## config.mk

```make
export PLATFORM = sky130hd
export DESIGN_NAME = wdt_escalator
export DESIGN_NICKNAME = d
export VERILOG_FILES = /design/src/rtl/wdt_pkg.sv /design/src/rtl/wdt_regs.sv /design/src/rtl/wdt_period.sv /design/src/rtl/wdt_stage.sv /design/src/rtl/wdt_escalator.sv
export SDC_FILE = /design/constraint.sdc
export NUM_CORES = 1
export LEC_CHECK = 0
export BUFFER_PORTS_ARGS = -buffer_cell sky130_fd_sc_hd__buf_2
export CELL_PAD_IN_SITES_DETAIL_PLACEMENT = 0
export CELL_PAD_IN_SITES_GLOBAL_PLACEMENT = 1
export CORE_MARGIN = 1
export CORE_UTILIZATION = 29
export CTS_CLUSTER_DIAMETER = 200
export DETAILED_ROUTE_END_ITERATION = 10
export PLACE_DENSITY_LB_ADDON = 0.1
export SETUP_SLACK_MARGIN = 0.05
export SLEW_MARGIN = 20
export SYNTH_ARGS = -nofsm -noshare
export SYNTH_HDL_FRONTEND = slang
export SYNTH_SLANG_ARGS = --single-unit
export TNS_END_PERCENT = 20
```

## constraint.sdc

```tcl
create_clock -name clk -period 1.9 [get_ports clk]
set_input_delay 0.38 -clock clk [delete_from_list [all_inputs] [get_ports clk]]
set_output_delay 0.38 -clock clk [all_outputs]
set_load 0.05 [all_outputs]
```

## src/rtl/wdt_pkg.sv

```systemverilog
package wdt_pkg;

    localparam int DATA_W    = 32;
    localparam int PERIOD_W  = 8;
    localparam int SEL_W     = 4;
    localparam int CFG_W     = 5 + PERIOD_W + SEL_W;

    localparam logic [DATA_W-1:0] UNLOCK_KEY = 32'h0000_C45A;

    localparam int OFS_CFG = 'h000;
    localparam int OFS_CMD = 'h008;
    localparam int OFS_UNL = 'h00C;

    localparam int CMD_GO_BIT   = 0;
    localparam int CMD_HALT_BIT = 1;

    typedef struct packed {
        logic por;
        logic dbg;
        logic remote;
        logic fast;
        logic local_irq;
    } enables_t;

    typedef struct packed {
        enables_t              en;
        logic [PERIOD_W-1:0]   period;
        logic [SEL_W-1:0]      sel;
    } cfg_t;

    typedef enum logic [2:0] {
        STG_ARMED  = 3'd0,
        STG_LOCAL  = 3'd1,
        STG_FAST   = 3'd2,
        STG_REMOTE = 3'd3,
        STG_DEBUG  = 3'd4,
        STG_POR    = 3'd5
    } stage_t;

    function automatic logic [PERIOD_W-1:0] eff_period(input logic [PERIOD_W-1:0] p);
        return (p == '0) ? PERIOD_W'(1) : p;
    endfunction

    function automatic stage_t next_stage(input stage_t s);
        stage_t n;
        case (s)
            STG_ARMED:  n = STG_LOCAL;
            STG_LOCAL:  n = STG_FAST;
            STG_FAST:   n = STG_REMOTE;
            STG_REMOTE: n = STG_DEBUG;
            default:    n = STG_POR;
        endcase
        return n;
    endfunction

endpackage

```

## src/rtl/wdt_regs.sv

```systemverilog
module wdt_regs
    import wdt_pkg::*;
#(
    parameter int ADDR_W = 12
) (
    input  logic              clk,
    input  logic              rst,
    input  logic              bus_we,
    input  logic [ADDR_W-1:0] bus_addr,
    input  logic [DATA_W-1:0] bus_wdata,
    output logic [DATA_W-1:0] bus_rdata,
    output cfg_t              cfg,
    output logic              go,
    output logic              halt,
    output logic              active
);

    logic wr_cfg, wr_cmd, wr_unl;
    logic armed_q;
    cfg_t cfg_q;
    logic active_q;

    assign wr_cfg = bus_we && (bus_addr == ADDR_W'(OFS_CFG));
    assign wr_cmd = bus_we && (bus_addr == ADDR_W'(OFS_CMD));
    assign wr_unl = bus_we && (bus_addr == ADDR_W'(OFS_UNL));

    // An accepted disable overrides a start written in the same word.
    assign halt = wr_cmd && bus_wdata[CMD_HALT_BIT] && armed_q;
    assign go   = wr_cmd && bus_wdata[CMD_GO_BIT] && !halt;

    always_ff @(posedge clk) begin
        if (rst) begin
            cfg_q <= '0;
        end else if (wr_cfg) begin
            cfg_q <= cfg_t'(bus_wdata[CFG_W-1:0]);
        end
    end

    always_ff @(posedge clk) begin
        if (rst) begin
            armed_q <= 1'b0;
        end else if (wr_unl) begin
            armed_q <= (bus_wdata == UNLOCK_KEY);
        end else if (wr_cmd) begin
            armed_q <= 1'b0;
        end
    end

    always_ff @(posedge clk) begin
        if (rst) begin
            active_q <= 1'b0;
        end else if (halt) begin
            active_q <= 1'b0;
        end else if (go) begin
            active_q <= 1'b1;
        end
    end

    always_comb begin
        bus_rdata = '0;
        if (bus_addr == ADDR_W'(OFS_CFG)) begin
            bus_rdata[CFG_W-1:0] = cfg_q;
        end
    end

    assign cfg    = cfg_q;
    assign active = active_q;

    // any command write leaves the watchdog locked afterwards
    p_unlock_consumed_r10: assert property (@(posedge clk) disable iff (rst)
        wr_cmd |=> !armed_q);

    // a disable without a fresh unlock does not stop a running watchdog
    p_locked_disable_r9: assert property (@(posedge clk) disable iff (rst)
        (wr_cmd && bus_wdata[CMD_HALT_BIT] && !armed_q && active_q) |=> active_q);

    // an accepted disable always leaves the watchdog stopped
    p_unlocked_disable_r9: assert property (@(posedge clk) disable iff (rst)
        (wr_cmd && bus_wdata[CMD_HALT_BIT] && armed_q) |=> !active_q);

endmodule

```

## src/rtl/wdt_period.sv

```systemverilog
module wdt_period
    import wdt_pkg::*;
#(
    parameter int NUM_SRC = 16
) (
    input  logic                clk,
    input  logic                rst,
    input  logic                active,
    input  logic                go,
    input  logic                halt,
    input  logic [NUM_SRC-1:0]  tick_in,
    input  logic [SEL_W-1:0]    sel,
    input  logic [PERIOD_W-1:0] period,
    output logic                expire
);

    logic [NUM_SRC-1:0]  hit;
    logic                sel_tick;
    logic [PERIOD_W-1:0] cnt_q;
    logic                counting;

    for (genvar i = 0; i < NUM_SRC; i++) begin : g_src
        assign hit[i] = tick_in[i] && (sel == SEL_W'(i));
    end

    assign sel_tick = |hit;
    assign counting = active && !go && !halt && sel_tick;
    assign expire   = counting && (cnt_q == PERIOD_W'(1));

    always_ff @(posedge clk) begin
        if (rst) begin
            cnt_q <= PERIOD_W'(1);
        end else if (go) begin
            cnt_q <= eff_period(period);
        end else if (counting) begin
            if (cnt_q <= PERIOD_W'(1)) begin
                cnt_q <= eff_period(period);
            end else begin
                cnt_q <= cnt_q - PERIOD_W'(1);
            end
        end
    end

    // while stopped and not restarted the count is frozen
    p_idle_frozen_r5: assert property (@(posedge clk) disable iff (rst)
        (!active && !go) |=> $stable(cnt_q));

    // after a period elapses the next one is a full period again
    p_reload_r4: assert property (@(posedge clk) disable iff (rst)
        (expire && $stable(period)) |=> (cnt_q == eff_period(period)));

endmodule

```

## src/rtl/wdt_stage.sv

```systemverilog
module wdt_stage
    import wdt_pkg::*;
(
    input  logic     clk,
    input  logic     rst,
    input  logic     go,
    input  logic     halt,
    input  logic     expire,
    input  enables_t en,
    output logic     irq_local,
    output logic     irq_fast,
    output logic     irq_remote,
    output logic     rst_debug,
    output logic     rst_por
);

    stage_t stage_q;
    stage_t stage_n;
    logic   l_q, f_q, r_q, d_q, p_q;

    assign stage_n = next_stage(stage_q);

    always_ff @(posedge clk) begin
        if (rst || go || halt) begin
            stage_q <= STG_ARMED;
            l_q     <= 1'b0;
            f_q     <= 1'b0;
            r_q     <= 1'b0;
            d_q     <= 1'b0;
            p_q     <= 1'b0;
        end else begin
            d_q <= 1'b0;
            p_q <= 1'b0;
            if (expire && (stage_q != STG_POR)) begin
                stage_q <= stage_n;
                case (stage_n)
                    STG_LOCAL:  l_q <= l_q | en.local_irq;
                    STG_FAST:   f_q <= f_q | en.fast;
                    STG_REMOTE: r_q <= r_q | en.remote;
                    STG_DEBUG:  d_q <= en.dbg;
                    STG_POR:    p_q <= en.por;
                    default:    ;
                endcase
            end
        end
    end

    assign irq_local  = l_q;
    assign irq_fast   = f_q;
    assign irq_remote = r_q;
    assign rst_debug  = d_q;
    assign rst_por    = p_q;

    // reset requests are one clock wide
    p_por_single_r7: assert property (@(posedge clk) disable iff (rst)
        rst_por |=> !rst_por);
    p_dbg_single_r7: assert property (@(posedge clk) disable iff (rst)
        rst_debug |=> !rst_debug);

    // the fifth elapsed period yields a power-on request exactly when enabled
    p_por_gate_r7: assert property (@(posedge clk) disable iff (rst)
        (expire && !go && !halt && stage_q == STG_DEBUG) |=> (rst_por == $past(en.por)));

    // the last stage is terminal until restart
    p_saturate_r8: assert property (@(posedge clk) disable iff (rst)
        (stage_q == STG_POR && !go && !halt) |=> (stage_q == STG_POR && !rst_por && !rst_debug));

    // interrupt levels only drop on a restart or an accepted disable
    p_level_hold_r6: assert property (@(posedge clk) disable iff (rst)
        (irq_local && !go && !halt) |=> irq_local);

endmodule

```

## src/rtl/wdt_escalator.sv

```systemverilog
module wdt_escalator
    import wdt_pkg::*;
#(
    parameter int ADDR_W  = 12,
    parameter int NUM_SRC = 16
) (
    input  logic               clk,
    input  logic               rst,
    input  logic               bus_we,
    input  logic [ADDR_W-1:0]  bus_addr,
    input  logic [31:0]        bus_wdata,
    output logic [31:0]        bus_rdata,
    input  logic [NUM_SRC-1:0] tick_in,
    output logic               irq_local,
    output logic               irq_fast,
    output logic               irq_remote,
    output logic               rst_debug,
    output logic               rst_por
);

    cfg_t cfg;
    logic go, halt, active, expire;

    wdt_regs #(.ADDR_W(ADDR_W)) u_regs (
        .clk       (clk),
        .rst       (rst),
        .bus_we    (bus_we),
        .bus_addr  (bus_addr),
        .bus_wdata (bus_wdata),
        .bus_rdata (bus_rdata),
        .cfg       (cfg),
        .go        (go),
        .halt      (halt),
        .active    (active)
    );

    wdt_period #(.NUM_SRC(NUM_SRC)) u_period (
        .clk     (clk),
        .rst     (rst),
        .active  (active),
        .go      (go),
        .halt    (halt),
        .tick_in (tick_in),
        .sel     (cfg.sel),
        .period  (cfg.period),
        .expire  (expire)
    );

    wdt_stage u_stage (
        .clk        (clk),
        .rst        (rst),
        .go         (go),
        .halt       (halt),
        .expire     (expire),
        .en         (cfg.en),
        .irq_local  (irq_local),
        .irq_fast   (irq_fast),
        .irq_remote (irq_remote),
        .rst_debug  (rst_debug),
        .rst_por    (rst_por)
    );

    // nothing is raised while stopped and not being started
    p_quiet_when_stopped_r1: assert property (@(posedge clk) disable iff (rst)
        (!active && !go) |=> !(rst_por || rst_debug));

endmodule

```

-- Word level (Yosys, flattened, before mapping)
Index checks and enable logic that the tools add are counted.
- flip-flop bits (word level): 35
- input bits: 63
- word-level logic and storage cells: 105
- add/sub/neg operators: 1
- $lt $le $gt $ge: 1
- eq/ne operators: 28
- mux-type cells: 8
- bitwise operators: 6
- reductions and logical operators: 45
- operator list (kind ; number):
    32-bit by 16-bit equality test with 1-bit output (second input constant) ; 1
    4-bit equality test (second input constant) ; 8
    8-bit two-way mux ; 4
    1-bit logical AND ; 28
    12-bit by 4-bit equality test with 1-bit output (second input constant) ; 2
    17-bit two-way mux ; 1
    4-bit by 3-bit equality test with 1-bit output (second input constant) ; 4
    16-bit OR reduction ; 1
    3-bit by 2-bit equality test with 1-bit output (second input constant) ; 4
    12-bit zero test ; 1
    3-bit case mux with 4 select lines ; 1
    4-bit by 2-bit equality test with 1-bit output (second input constant) ; 2
    8-bit by 1-bit equality test with 1-bit output (second input constant) ; 1
    8-bit by 1-bit less-or-equal comparator with 1-bit output (second input constant) ; 1
    8-bit zero test ; 1
    8-bit by 1-bit subtractor with 8-bit output (second input constant) ; 1
    3-bit by 1-bit equality test with 1-bit output (second input constant) ; 2
    3-bit equality test (second input constant) ; 2
    2-bit AND reduction ; 3
    3-bit OR reduction ; 2
    4-bit by 1-bit equality test with 1-bit output (second input constant) ; 1
    4-bit zero test ; 1
    2-bit nonzero test ; 2
    3-bit zero test ; 1
    7 further kinds ; 14

-- Logic depth before layout (Yosys ltp)
- depth after elaboration: 14
- mapped depth: 8
- gate-level depth less buffers: 7

-- Modules after synthesis
A second synthesis with hierarchy kept.
- cell total of the unflattened synthesis: 278
- area, all modules: 2215.9 um^2
- modules (own cells, without submodules) (module ; times used ; cells an instance ; area each (um^2)):
    wdt_regs ; 1 ; 140 ; 1078.5
    wdt_period ; 1 ; 106 ; 822.0
    wdt_stage ; 1 ; 32 ; 315.3

-- Worst setup path before layout
Ideal clock, no wire load.
- path type: input to output
- from: input bus_addr[9]
- to: output bus_rdata[0]
- arrival: 1847 ps
- data required time: 1520 ps
- slack: -327 ps
- stages on the path: 5
- buffers on the path: 2
- cells stage by stage: nor4_2 -> and4b_1 -> clkbuf_1 -> clkbuf_1 -> and2_1
- longest elaborated chain between the ends: 2
- RTL lines (element ; RTL line ; RTL):
    from (decl) ; wdt_escalator.sv:10 ; input logic [ADDR_W-1:0] bus_addr,
    12-bit zero test ; wdt_regs.sv:61 ; if (bus_addr == ADDR_W'(OFS_CFG)) begin
    17-bit two-way mux ; wdt_regs.sv:61 ;
    to (decl) ; wdt_escalator.sv:12 ; output logic [31:0] bus_rdata,
Every way passes these cells.

-- Worst setup path after layout
- from: register u_regs.cfg_q, in the netlist u_regs.cfg[2]
- to: register u_period.cnt_q[0]
- longest elaborated chain between the ends: 5
- elaborated cells between the ends (all ways): 35
- RTL lines (element ; RTL line ; RTL):
    from (decl) ; wdt_regs.sv:20 ; cfg_t cfg_q;
    from (signal assigned) ; wdt_regs.sv:35 ; cfg_q <= cfg_t'(bus_wdata[CFG_W-1:0]);
    4-bit by 1-bit equality test with 1-bit output (tied with other cells) ; wdt_period.sv:23 ; assign hit[i] = tick_in[i] && (sel == SEL_W'(i));
    1-bit logical AND ; wdt_period.sv:23 ;
    16-bit OR reduction * ; wdt_period.sv:26 ; assign sel_tick = |hit;
    1-bit logical AND * ; wdt_period.sv:27 ; assign counting = active && !go && !halt && sel_tick;
    2-bit nonzero test (no source line) * ; -- ;
    to (signal assigned) ; wdt_period.sv:34 ; cnt_q <= eff_period(period);
    to (signal assigned) ; wdt_period.sv:37 ; cnt_q <= eff_period(period);
    to (signal assigned) ; wdt_period.sv:39 ; cnt_q <= cnt_q - PERIOD_W'(1);
    to (decl) ; wdt_period.sv:19 ; logic [PERIOD_W-1:0] cnt_q;
Mark *: on every way between the ends. The rest lies on a longest branch, timed or not.
A chain may end at the register's enable or synchronous reset.

==> out/results.ini <==
[status]
status=complete, but fails checks
violations=negative setup slack

[worst_setup_path]
r2r-end=u_period.cnt_q[0]
path_cells=mux4_2 -> mux2i_1 -> mux2i_2 -> and2_4 -> or3_1 -> a31o_1
worstRegToRegCells=6
crit_path_top_delay_cell=mux4_2
reg2reg_from=u_regs.cfg[2]
endpoint_kind=register
cp_data_required_time_ps=2080
cp_max_fo=5
regToRegSetupSlack_ps=-110
start_kind=register
worstPathArrival_ps=2190
slowest_delay_ps=500
crit_type=register to register

[logic_synthesis]
netlist_instances=260
synth.distinct_cells=49
synth_edf_count=0
netlist_area_um2=2070
synth_ff_type=dfxtp_1
ys_seq_elements=35
yosysSeqAreaShare_pct=33.8
avgSynthCellArea_um2=7.97
async_flop_share_pct=0
ys_warn_count=0

[cts]
cts.sinks=35
clk_pin_slew_ps=80
root_buffer=clkbuf_8
insertion_delay_ps=290
numCtsBuffers=5
cts_tree=built
clock_path_buffers=2
htreeDepth=2

[sta]
hold-worst-slack_ps=347
fin_crit_ps=2010
fmax_ghz=0.497
setup_viol=26
min_period_over_period_pct=106
fin_setup_tns_ps=-1820
slew_violations=0
rsz0062_at_grt=yes
finalHoldViolations=0
finalWorstSetupSlack_ps=-111
skew_ps=6.15

[worst_hold_path]
hold_path.class=primary input to register
hold_end=u_regs.cfg[3]
hold_depth=3
min_from=bus_wdata[3]

[cells_and_area]
fin_util_pct=48.3
layout-drive-gt1-share_pct=44.0
final_area_um2=3300
final_cells=478
area_delta_synth_final_pct=59.1
antenna_cells=0
final_common_cell=buf_2
mostFrequentLayoutCells=buf_2 (65), buf_4 (36), nand2_1 (35)
nets=446

[floorplan]
die_y_um=86.5
rows=30
die_w_um=86.5
core_area_um2=6830
initial_utilization_pct=30.3
boundaryPins=100
die_area_um2=7490

[global_routing]
grt_pass1_wl_um=10400
grt_use_total_pct=17.8
grt_max_degree=19
grt_pass1_vias=2168
grt-ovfl-total=0
antenna_found_initial=0

[placed_design]
dpl.hpwl_um=4840
io_buffers=84
post_dp_cell_area_um2=2820
gp_congestion=0.782
pre_cts_slack_ps=-270
placed_cells=461

[route]
firstDrtPassIters=4
post_drt_wl_per_cell_um=13.4
drtAntennaViolNets=0
routed_wirelength_um=6390
vias=2299
drc=0
first_iter_violations=65
avgViaCountPerCell=4.81

[power_and_ir_drop]
p_leak_nw=1.39
peakVddDrop_v=0.000289
total_power_mw=1.76
powerDensity_nw_per_um2=533

[job]
drv_cap=0

## report_power, final
| part | switching, mW | internal (mW) |
|---|---|---|
| Clock | 0.292 | 0.524 |
| Sequential | 0.0000519 | 0.731 |
| Combinational | 0.131 | 0.0787 |
| Total | 0.422 | 1.33 |
## layer usage
metal,share of wire [%],GRT usage [%],wire length (µm)
met5,0,0,0
met3,5.1,3.05,329
met4,1.5,5.45,99
met2,49,30.4,3150
met1,44,22.8,2810
## registers in the layout (all words and copies together) (netlist names)
name	count
u_stage.rst_por	1
u_regs.active	1
u_stage.rst_debug	1
u_stage.irq_local	1
u_regs.armed_q	1
u_period.cnt_q	8
u_stage.irq_fast	1
u_stage.stage_q	3
u_stage.irq_remote	1
u_regs.cfg	17
## critical path, delay by kind of cell (launching register included)
family | cells | cell delay, ps
multiplexers | 3 | 830
AND/OR/NAND/NOR | 2 | 480
flip-flops | 1 | 400
AO/OA/AOI/OAI | 1 | 180
## timing repair
item,CTS,global route
endpoints found under the setup margin,30,30
cloned,2,0
resized for setup,62,6
buffers inserted,4,3
pin swaps,18,5
hold buffers,0,0
endpoints found under the hold margin,0,0
## cells in the mapped netlist, types with 2 or more instances
master	number	area [µm²]
a211o_1	3	26.3
a21oi_1	28	140
a221o_1	2	20.0
a31oi_1	2	12.5
and2_1	18	113
buf_2	2	10.0
buf_4	15	113
clkbuf_1	8	30.0
dfxtp_1	35	701
ha_1	2	25.0
inv_1	3	11.3
mux2i_1	3	30.0
mux4_1	2	52.6
mux4_2	2	45.0
nand2_1	35	131
nand3_1	19	95.1
nand4_1	7	43.8
nor2_1	17	63.8
nor3_1	6	30.0
nor4_1	7	43.8
nor4_2	2	25.0
nor4b_1	3	26.3
o21a_1	3	22.5
o21ai_0	9	45.0
o31ai_1	2	15.0
or3_1	2	12.5
## layout make-up
class / instances / area, µm²
well taps: 96 / 120
inverters: 3 / 11.3
clock buffers: 5 / 68.8
clock inverters: 3 / 67.6
multi-input cells: 210 / 1340
fillers: 703 / 3530
flip-flops and latches: 35 / 704
repair buffers: 126 / 982
## how the worst max path moves through the flow
stage | from | to | slack, ps | depth (start not counted)
after global placement | bus_addr[9] | u_period.cnt_q[5] | -230 | 8
after CTS | u_regs.cfg[2] | u_period.cnt_q[0] | -120 | 6
after detailed placement | bus_addr[9] | u_period.cnt_q[7] | -270 | 8
final | u_regs.cfg[2] | u_period.cnt_q[0] | -110 | 6
after global routing | u_regs.cfg[2] | u_period.cnt_q[0] | -170 | 6
after floorplan | u_regs.cfg[2] | u_period.cnt_q[0] | -30 | 7
## logic make-up after synthesis
kind of cell	count (synthesis)	share of synthesized area, %
other	1	0.181
adders and majority gates	2	1.21
AOI/OAI and AO/OA	59	17.8
muxes	7	6.16
DFF	35	33.8
and+or+nand+nor	127	32.4
buffers and inverters	29	8.45
No activity file was read; power rests on OpenSTA's default activity.
